`src/rtl/lcd_seg_pkg.sv`:
```
package lcd_seg_pkg;

  localparam int LVL_W = 2;

  typedef enum logic [LVL_W-1:0] {
    LVL_VDD = 2'b00,
    LVL_V2  = 2'b01,
    LVL_V3  = 2'b10,
    LVL_VEE = 2'b11
  } lvl_e;

  // Held-on columns swing between the outer rails, held-off columns between
  // the inner rails; the frame bit swaps polarity so the mean stays at zero.
  function automatic lvl_e drive_level(input logic seg_on, input logic frame);
    lvl_e lvl;
    unique case ({seg_on, frame})
      2'b10:   lvl = LVL_VEE;
      2'b11:   lvl = LVL_VDD;
      2'b00:   lvl = LVL_V3;
      default: lvl = LVL_V2;
    endcase
    return lvl;
  endfunction

endpackage

```
`src/rtl/lcd_strobe_edge.sv`:
```
module lcd_strobe_edge (
  input  logic clk,
  input  logic rst,
  input  logic strobe_i,
  output logic fall_o
);

  logic prev_q;

  always_ff @(posedge clk) begin
    if (rst) prev_q <= 1'b0;
    else     prev_q <= strobe_i;
  end

  assign fall_o = prev_q & ~strobe_i;

endmodule

```
`src/rtl/lcd_shift_chain.sv`:
```
module lcd_shift_chain #(
  parameter int LEN = 20
) (
  input  logic           clk,
  input  logic           rst,
  input  logic           adv_i,
  input  logic           din_i,
  output logic [LEN-1:0] q_o,
  output logic           dout_o
);

  always_ff @(posedge clk) begin
    if (rst)        q_o <= '0;
    else if (adv_i) q_o <= {q_o[LEN-2:0], din_i};
  end

  assign dout_o = q_o[LEN-1];

endmodule

```
`src/rtl/lcd_col_latch.sv`:
```
module lcd_col_latch #(
  parameter int W = 40
) (
  input  logic         clk,
  input  logic         rst,
  input  logic         en_i,
  input  logic [W-1:0] d_i,
  output logic [W-1:0] q_o
);

  always_ff @(posedge clk) begin
    if (rst)       q_o <= '0;
    else if (en_i) q_o <= d_i;
  end

endmodule

```
`src/rtl/lcd_lvl_map.sv`:
```
module lcd_lvl_map
  import lcd_seg_pkg::*;
#(
  parameter int NCOL = 40
) (
  input  logic                  frame_i,
  input  logic [NCOL-1:0]       seg_i,
  output logic [LVL_W*NCOL-1:0] code_o
);

  for (genvar c = 0; c < NCOL; c++) begin : g_col
    assign code_o[c*LVL_W +: LVL_W] = drive_level(seg_i[c], frame_i);
  end

endmodule

```
`src/rtl/lcd_seg_drv.sv`:
```
module lcd_seg_drv
  import lcd_seg_pkg::*;
#(
  parameter  int CHAIN_LEN = 20,
  localparam int NCOL      = 2 * CHAIN_LEN
) (
  input  logic                  clk,
  input  logic                  rst,
  input  logic                  shift_clk_i,
  input  logic                  latch_en_i,
  input  logic                  din_a_i,
  input  logic                  din_b_i,
  input  logic                  frame_alt_i,
  output logic                  dout_a_o,
  output logic                  dout_b_o,
  output logic [LVL_W*NCOL-1:0] lvl_code_o
);

  localparam int NUM_CHAINS = NCOL / CHAIN_LEN;

  logic                  shift_ev;
  logic [NUM_CHAINS-1:0] din_vec;
  logic [NUM_CHAINS-1:0] dout_vec;
  logic [NCOL-1:0]       col_d;
  logic [NCOL-1:0]       lat_q;

  assign din_vec  = {din_b_i, din_a_i};
  assign dout_a_o = dout_vec[0];
  assign dout_b_o = dout_vec[NUM_CHAINS-1];

  lcd_strobe_edge u_edge (
    .clk      (clk),
    .rst      (rst),
    .strobe_i (shift_clk_i),
    .fall_o   (shift_ev)
  );

  for (genvar g = 0; g < NUM_CHAINS; g++) begin : g_chain
    lcd_shift_chain #(.LEN(CHAIN_LEN)) u_chain (
      .clk    (clk),
      .rst    (rst),
      .adv_i  (shift_ev),
      .din_i  (din_vec[g]),
      .q_o    (col_d[g*CHAIN_LEN +: CHAIN_LEN]),
      .dout_o (dout_vec[g])
    );
  end

  lcd_col_latch #(.W(NCOL)) u_latch (
    .clk  (clk),
    .rst  (rst),
    .en_i (latch_en_i),
    .d_i  (col_d),
    .q_o  (lat_q)
  );

  lcd_lvl_map #(.NCOL(NCOL)) u_map (
    .frame_i (frame_alt_i),
    .seg_i   (lat_q),
    .code_o  (lvl_code_o)
  );

endmodule

```
`config.mk`:
```
export PLATFORM = sky130hd
export DESIGN_NAME = lcd_seg_drv
export DESIGN_NICKNAME = d
export VERILOG_FILES = /design/src/rtl/lcd_seg_pkg.sv /design/src/rtl/lcd_strobe_edge.sv /design/src/rtl/lcd_shift_chain.sv /design/src/rtl/lcd_col_latch.sv /design/src/rtl/lcd_lvl_map.sv /design/src/rtl/lcd_seg_drv.sv
export SDC_FILE = /design/constraint.sdc
export NUM_CORES = 1
export LEC_CHECK = 0
export ABC_AREA = 1
export BUFFER_PORTS_ARGS = -buffer_cell sky130_fd_sc_hd__buf_4
export CORE_MARGIN = 2
export CORE_UTILIZATION = 50
export CTS_CLUSTER_SIZE = 30
export DETAILED_ROUTE_END_ITERATION = 10
export MAX_ROUTING_LAYER = met4
export PLACE_DENSITY_LB_ADDON = 0.1
export SLEW_MARGIN = 0
export SYNTH_ARGS = -nofsm -noshare
export SYNTH_HDL_FRONTEND = slang
export SYNTH_SLANG_ARGS = --single-unit
```
`constraint.sdc`:
```
create_clock -name clk -period 6.64 [get_ports clk]
set_clock_uncertainty 0.2 [all_clocks]
set_input_delay 0.996 -clock clk [delete_from_list [all_inputs] [get_ports clk]]
set_output_delay 0.996 -clock clk [all_outputs]
set_load 0.01 [all_outputs]
```
; ---- Word-level counts from Yosys, hierarchy flattened
; Cells that the tools add are included.
[op_classes]
mux = 40
n_bitwise = 2
n_eq_ne = 80
n_reduce_logical = 40
[ops]
columns = op, n
row1 = 2-bit case mux with 3 select lines, 40
row2 = "2-bit equality test, second input constant", 80
row3 = 2-bit zero test, 40
row4 = 1-bit AND, 1
row5 = 1-bit inverter, 1
[totals]
word_cells = 166
in_bits = 7
register_bits = 81

; ---- Longest topological paths before layout
; Gate-level depths: netlist of run 1.
[logic_depth]
depth_word = 2
ltp_mapped = 6

; ---- Modules after synthesis
; From an unflattened synthesis of run 1, not the netlist that was laid out.
[unflattened]
cells_unflattened = 756
area_unflattened_um2 = 4988.5
[by_module_without_submodules]
columns = mod, instances, area_per_inst_um2, seq_area_each_um2, cells_per_inst
row1 = lcd_shift_chain, 2, 842.1, 400.4, 128
row2 = lcd_col_latch, 1, 1661.6, 800.8, 254
row3 = lcd_lvl_map, 1, 1605.3, 0.0, 241
row4 = lcd_strobe_edge, 1, 37.5, 20.0, 5

; ---- Least setup slack after synthesis of run 1
; OpenSTA, ideal clock, no wires.
[synth_path]
path_type = input -> output
startpoint = input frame_alt_i
endpoint = output lvl_code_o[0]
setup_slack_ns = 2.551
n_path_buf = 0
t_required_ns = 5.444
arrival_ns = 2.893
stages = 2
cell_sequence = inv_1 > ha_1
[synth_between]
elab_chain_len = 2
word_cells_on_any_way = 4
cone_classes = 2 x eq/ne / 1 x mux / 1 x reduce/logical
[synth_rtl]
columns = item, line_no
row1 = start: declaration, lcd_seg_drv.sv:13  ; input logic frame_alt_i,
row2 = 2-bit equality test / 2-bit zero test (equally long branches), lcd_seg_pkg.sv:16  ; unique case ({seg_on, frame})
row3 = 2-bit case mux with 3 select lines *, lcd_seg_pkg.sv:16
row4 = end: declaration, lcd_seg_drv.sv:16  ; output logic [LVL_W*NCOL-1:0] lvl_code_o
; Every way passes the cells marked *; elsewhere a longest branch is shown, timed or not.

; ---- Final worst setup path of run 1
[layout_path]
startpoint = input frame_alt_i
endpoint = output lvl_code_o[78]
; The elaborated chain is that of the path after synthesis.

==> flow_summary_export.csv, run 1 <==
group,metric,value,unit
worst_setup_path,worst_r2r_path_depth,4,
global_route,grt.met2_usage,30.93,%
placed_design,port_buffers,88,
sta,setup-tns-final,0,ns
worst_hold_path,worst_hold_path_type,"flop to flop",
sta,post-route-period-util,58.31,%
sta,achievable-frequency,0.2583,GHz
sta,tightest_slew,0.9355,ns
layout,antennaDiodeCount,0,
clocking,postCtsResizedCells,0,
worst_setup_path,worst-setup-path-type,"input port to primary output",
global_route,global_routing_usage_on_met1,21.05,%
clocking,cts_hold_repair.buffers,0,
worst_setup_path,critical_path.slowest_cell,"sky130_fd_sc_hd__buf_4",
logic_synthesis,synth.avg_cell_area,7.954,sq um
logic_synthesis,yosys_warnings,0,
pwr,p_leak,2.561,nW
die,coreArea,8678,sq um
pwr,irDropWorstVdd,0.1175,mV
layout,final_layout_size_suffix_gt1_share,23.70,%
clocking,postCtsSetupBuffers,0,
worst_setup_path,timing.critical_path.slowest_cell_delay,0.54,ns
logic_synthesis,synth_compound_gate_area_share,8.764,%
global_route,globalRouteOverflowTotal,0,
logic_synthesis,syn_area,4454,sq um
die,io_pins,89,
clocking,worst_skew_pair.late_latency,0.33,ns
worst_setup_path,worst-path-stages,5,
layout,syn2layout_area_growth,19.27,%
global_route,gr-usage-met3,2.291,%
flow_run,max_cap_violations,0,
logic_synthesis,synth_adder_area_share,22.47,%
drt,drtIter0Drc,109,
clocking,number_of_clock_buffers_inserted_by_tritoncts,9,
logic_synthesis,synth_nets,647,
pwr,powerDensity,219.4,nW/um^2
logic_synthesis,number_of_register_bits_inferred_by_synthesis,81,
die,die_h,98.39,microns
clocking,cts-root-to-sink-buffers,2,
status,outcome,"completed",
layout,filler_cell_count,794,
sta,hold_viol,0,
sta,post-route-min-period,3.872,ns
logic_synthesis,synth_sequential_area_ratio,36.40,%
worst_setup_path,critPathLaunchType,"input port",
clocking,tritoncts,"done",
worst_setup_path,cpLargestDelayFamily,"buffers and inverters",
drt,detailed_router_iteration_count_before_antenna_repair,4,
sta,setup-violations-final,0,
clocking,cts_max_level,3,
global_route,antenna_found_initial,0,
logic_synthesis,postSynthCellCount,560,
layout,area.sequential,1623,sq um
global_route,largest_net_degree_at_the_start_of_global_routing,81,
clocking,clk_root_buffer_cell,"sky130_fd_sc_hd__clkbuf_8",
logic_synthesis,ys_types,17,
layout,multi_input_area,2322,sq um
layout,most-common-layout-cells,"sky130_fd_sc_hd__buf_4, sky130_fd_sc_hd__nor2_1, sky130_fd_sc_hd__inv_1",
drt,antenna_nets_post_route,0,
global_route,grt_pass1_vias,3253,
sta,final_critical_path_setup_slack,2.768,ns
drt,route.vias.total,3575,
die,die_width,98.39,microns
worst_setup_path,worst-endpoint-required,5.44,ns
logic_synthesis,fraction_of_the_mapped_netlist_area_in_simple_logic_gates,20.90,%
layout,finalNetCount,719,
worst_setup_path,worstPathCellList,"buf_4 > inv_2 > buf_4 > ha_1 > buf_4",
logic_synthesis,synth_xor_area_share,0,%
sta,rsz0062_at_grt,"false",
die,rows,34,
worst_setup_path,critPathMaxFanout,44,
placed_design,gp_congestion,0.7471,
worst_setup_path,critical_path.most_common_cell,"sky130_fd_sc_hd__buf_4",
worst_setup_path,critical_path_buf_inv_count,4,
die,initial_core_util,51.33,%
worst_setup_path,endpoint_kind,"primary output",
placed_design,place_ws,2.692,ns
logic_synthesis,multiplexer_area_fraction_after_synthesis,0,%
placed_design,hpwlAfterDp,4961,microns
clocking,clk_pin_slew_worst_paths,0.08,ns
worst_setup_path,crit_arrival,2.68,ns
drt,finalWirelength,8045,microns
die,die_outline_area,9680,sq um
drt,drc_errors,0,
logic_synthesis,combinational_family_with_the_most_area_after_synthesis,"adder cells",
global_route,grt_pass1_wl,14070,microns
layout,mostFrequentLayoutCell,"sky130_fd_sc_hd__buf_4",
clocking,numClockSinks,81,
drt,drt-wirelength-per-cell,10.80,microns
worst_hold_path,hold-path-cell-count,2,
sta,final-max-slew-violation-count,0,
drt,route.detailed.vias_per_inst,4.799,
sta,worst_slew_margin_rel,37.49,%
global_route,globalRoute.busiestLayer,"met2",
global_route,grt_use_total,17.64,%
worst min-delay path: cells and delay by family, from the launching register on:
kind | cells | cell delay (ns)
flops | 1 | 0.31
compound gates | 1 | 0.06
buf+inv | 1 | 0.06
cells in the mapped netlist, drive strengths merged:
master | count | area [sq um]
a21oi | 38 | 190.2
buf | 21 | 155.2
clkbuf | 9 | 36.29
clkinv | 1 | 3.750
dfxtp | 81 | 1622
ha | 80 | 1001
inv | 84 | 315.3
nand2 | 40 | 150.1
nand3 | 40 | 200.2
nor2 | 86 | 330.3
o21ai | 40 | 200.2
or2 | 40 | 250.2
final timing paths:
kind | start | to | slack [ns]
min reg2reg | g_chain[1].u_chain.q_o[5] | u_latch.q_o[25] | 0.28
min | g_chain[1].u_chain.q_o[5] | u_latch.q_o[25] | 0.28
max | frame_alt_i | lvl_code_o[78] | 2.77
max reg2reg | u_edge.prev_q | g_chain[1].u_chain.q_o[9] | 4.41
cell families after synthesis:
kind of cell / Yosys count
AOI/OAI and AO/OA: 78
and+or+nand+nor: 206
DFF: 81
adders and majority gates: 80
buffers and inverters: 115
power by group:
| part | switching, mW | internal, mW | total (mW) |
|---|---|---|---|
| clock network | 0.168 | 0.233 | 0.401 |
| logic | 0.118 | 0.113 | 0.230 |
| registers | 0.0209 | 0.513 | 0.534 |
| total | 0.307 | 0.859 | 1.17 |
per-stage QoR:
stage / util, % / power, mW / hold slack, ns / cell area [sq um] / instances
after floorplan: - / 0.6891 / 0.2475 / 4454 / 560
after global placement: 58.56 / 0.7724 / 0.2595 / 5082 / 729
after detailed placement: 58.56 / 0.7801 / 0.2654 / 5082 / 729
after CTS: 61.22 / 1.184 / 0.2778 / 5313 / 745
after global routing: 61.22 / 1.232 / 0.2869 / 5313 / 745
final: 61.22 / 1.165 / 0.2760 / 5313 / 745
cell type report:
class | count | share of cell area [%]
Tap cell | 108 | 2.544
Timing Repair Buffer | 91 | 12.86
Inverter | 85 | 6.006
Sequential cell | 81 | 30.55
Multi-Input combinational cell | 364 | 43.71
Clock inverter | 4 | 1.413
Clock buffer | 12 | 2.920
flip-flops by register name, summed over array words and instances (netlist names):
signal and cells:
g_chain.u_chain.q_o 40, u_edge.prev_q 1, u_latch.q_o 40
routing by layer:
metal,vias up,part of all wire (%)
met1,1622,47
met5,-,0
li1,1880,-
met4,0,1.2
met3,12,3.4
met2,61,48
Note: power is estimated with default switching activity, not from simulation.
==> run 2, diff against run 1 <==
clock period = 3.2 ns   (was 6.64 ns; I/O delays follow)
==> run 2 against run 1 <==
Effect of this change:
- clock-buffer cell count decreased by 1
- die area unchanged
- non-clock buffer count increased by 1
- critical path type unchanged
- hold slack got worse by 0.18 ns
- sequential share of layout area increased by 0.079 points
==> flow_summary_export.csv, run 2 (synthesized netlist as in run 1, its figures left out) <==
group,metric,value,unit
layout,reg.largest.list,"g_chain.u_chain.q_o: 40 flops, u_latch.q_o: 40 flops, u_edge.prev_q: 1 flops",
status,outcome,"completed",
sta,hold_viol,0,
clocking,number_of_clock_buffers_inserted_by_tritoncts,9,
clocking,clk_pin_slew_worst_paths,0.07,ns
worst_setup_path,worst-setup-path-type,"input port to primary output",
drt,drc_errors,0,
sta,setup-violations-final,0,
clocking,numClockSinks,81,
sta,setup-tns-final,0,ns
global_route,grt_use_total,17.53,%
placed_design,port_buffers,88,
drt,drtIter0Drc,150,
die,io_pins,89,
worst_setup_path,endpoint_kind,"primary output",
placed_design,place_ws,1.007,ns
sta,final-max-slew-violation-count,0,
sta,post-route-period-util,69.34,%
global_route,globalRouteOverflowTotal,0,
clocking,worst_skew_pair.late_latency,0.34,ns
layout,mostFrequentLayoutCell,"sky130_fd_sc_hd__buf_4",
layout,finish.utilization,61.06,%
global_route,grt.met2_usage,30.04,%
clocking,cts_max_level,3,
layout,filler_cell_count,815,
clocking,cts_hold_repair.buffers,0,
drt,route.vias.total,3549,
clocking,clk_root_buffer_cell,"sky130_fd_sc_hd__clkbuf_8",
sta,achievable-frequency,0.4507,GHz
sta,worst_slew_margin_rel,36.75,%
layout,final_layout_size_suffix_gt1_share,23.82,%
layout,multi_input_area,2322,sq um
worst_setup_path,critPathLaunchType,"input port",
layout,most-common-layout-cells,"sky130_fd_sc_hd__buf_4, sky130_fd_sc_hd__nor2_1, sky130_fd_sc_hd__inv_1",
clocking,postCtsSetupBuffers,0,
global_route,grt_pass1_vias,3208,
global_route,largest_net_degree_at_the_start_of_global_routing,81,
global_route,gr-usage-met3,2.720,%
sta,tightest_slew,0.9464,ns
worst_setup_path,worst-endpoint-required,2.52,ns
pwr,irDropWorstVdd,0.2873,mV
drt,finalWirelength,7956,microns
die,coreArea,8678,sq um
die,die_width,98.39,microns
worst_setup_path,critPathMaxFanout,80,
sta,post-route-min-period,2.219,ns
pwr,p_leak,2.557,nW
layout,antennaDiodeCount,0,
die,die_outline_area,9680,sq um
die,initial_core_util,51.33,%
layout,area.sequential,1623,sq um
global_route,globalRoute.busiestLayer,"met2",
global_route,global_routing_usage_on_met1,20.96,%
placed_design,hpwlAfterDp,4929,microns
pwr,total_power,2.323,mW
worst_setup_path,regToRegSetupSlack,1.62,ns
clocking,cts-root-to-sink-buffers,2,
flow_run,max_cap_violations,0,
drt,detailed_router_iteration_count_before_antenna_repair,4,
global_route,grt_pass1_wl,13940,microns
global_route,antenna_found_initial,0,
layout,syn2layout_area_growth,18.96,%
die,die_h,98.39,microns
sta,rsz0062_at_grt,"false",
layout,finalNetCount,720,
placed_design,gp_congestion,0.7062,
drt,antenna_nets_post_route,0,
drt,drt-wirelength-per-cell,10.66,microns
drt,route.detailed.vias_per_inst,4.757,
worst_hold_path,worst_hold_path_type,"input port to flop",
worst_setup_path,crit_arrival,1.54,ns
pwr,powerDensity,438.4,nW/um^2
sta,final_critical_path_setup_slack,0.9813,ns
clocking,tritoncts,"done",
sta,holdWs,0.09948,ns
die,rows,34,
clocking,postCtsResizedCells,0,
run 2: cell types whose count changed in the layout (fill, tap and decap cells not counted), sizes merged:
cell,before,now
clkinv,0,2
bufinv,2,1
buf,91,92
clkbuf,12,11
run 2: metal layers:
metal	vias up	wire, microns	share of wire (%)
li1	1881	-	-
met1	1597	3786	48
met2	61	3748	47
met3	10	319	4.0
met4	0	102	1.3
met5	-	0	0
run 2: metrics by stage:
step | std cells | area (sq um)
3_3_place_gp | 730 | 5102
4_1_cts | 746 | 5299
3_5_place_dp | 730 | 5102
2_1_floorplan | 560 | 4454
6_report | 746 | 5299
5_1_grt | 746 | 5299
run 2: worst paths after layout:
kind,start,end,depth (start not counted)
setup / recovery,frame_alt_i,lvl_code_o[15],6
hold / removal,rst,u_edge.prev_q,2
setup reg to reg,u_edge.prev_q,g_chain[1].u_chain.q_o[15],4
hold reg to reg,g_chain[1].u_chain.q_o[12],u_latch.q_o[32],2
run 2: cell type report:
class	count	share of cell area, %
clock buffers	11	2.668
well taps	108	2.550
clock inverters	5	1.039
flip-flops and latches	81	30.63
repair buffers	92	13.27
multi-input cells	364	43.83
inverters	85	6.021
run 2: critical path: stages:
cell,delay (ns)
sky130_fd_sc_hd__buf_4,0.08
sky130_fd_sc_hd__inv_2,0.03
sky130_fd_sc_hd__buf_12,0.20
sky130_fd_sc_hd__ha_1,0.25
sky130_fd_sc_hd__or2_2,0.30
sky130_fd_sc_hd__buf_4,0.15
run 2: power by group:
part           switching, mW  internal (mW)  total, mW
Sequential            0.0357           1.06       1.10
Clock                  0.355          0.379      0.735
Combinational          0.251          0.236      0.488
Total                  0.642           1.68       2.32
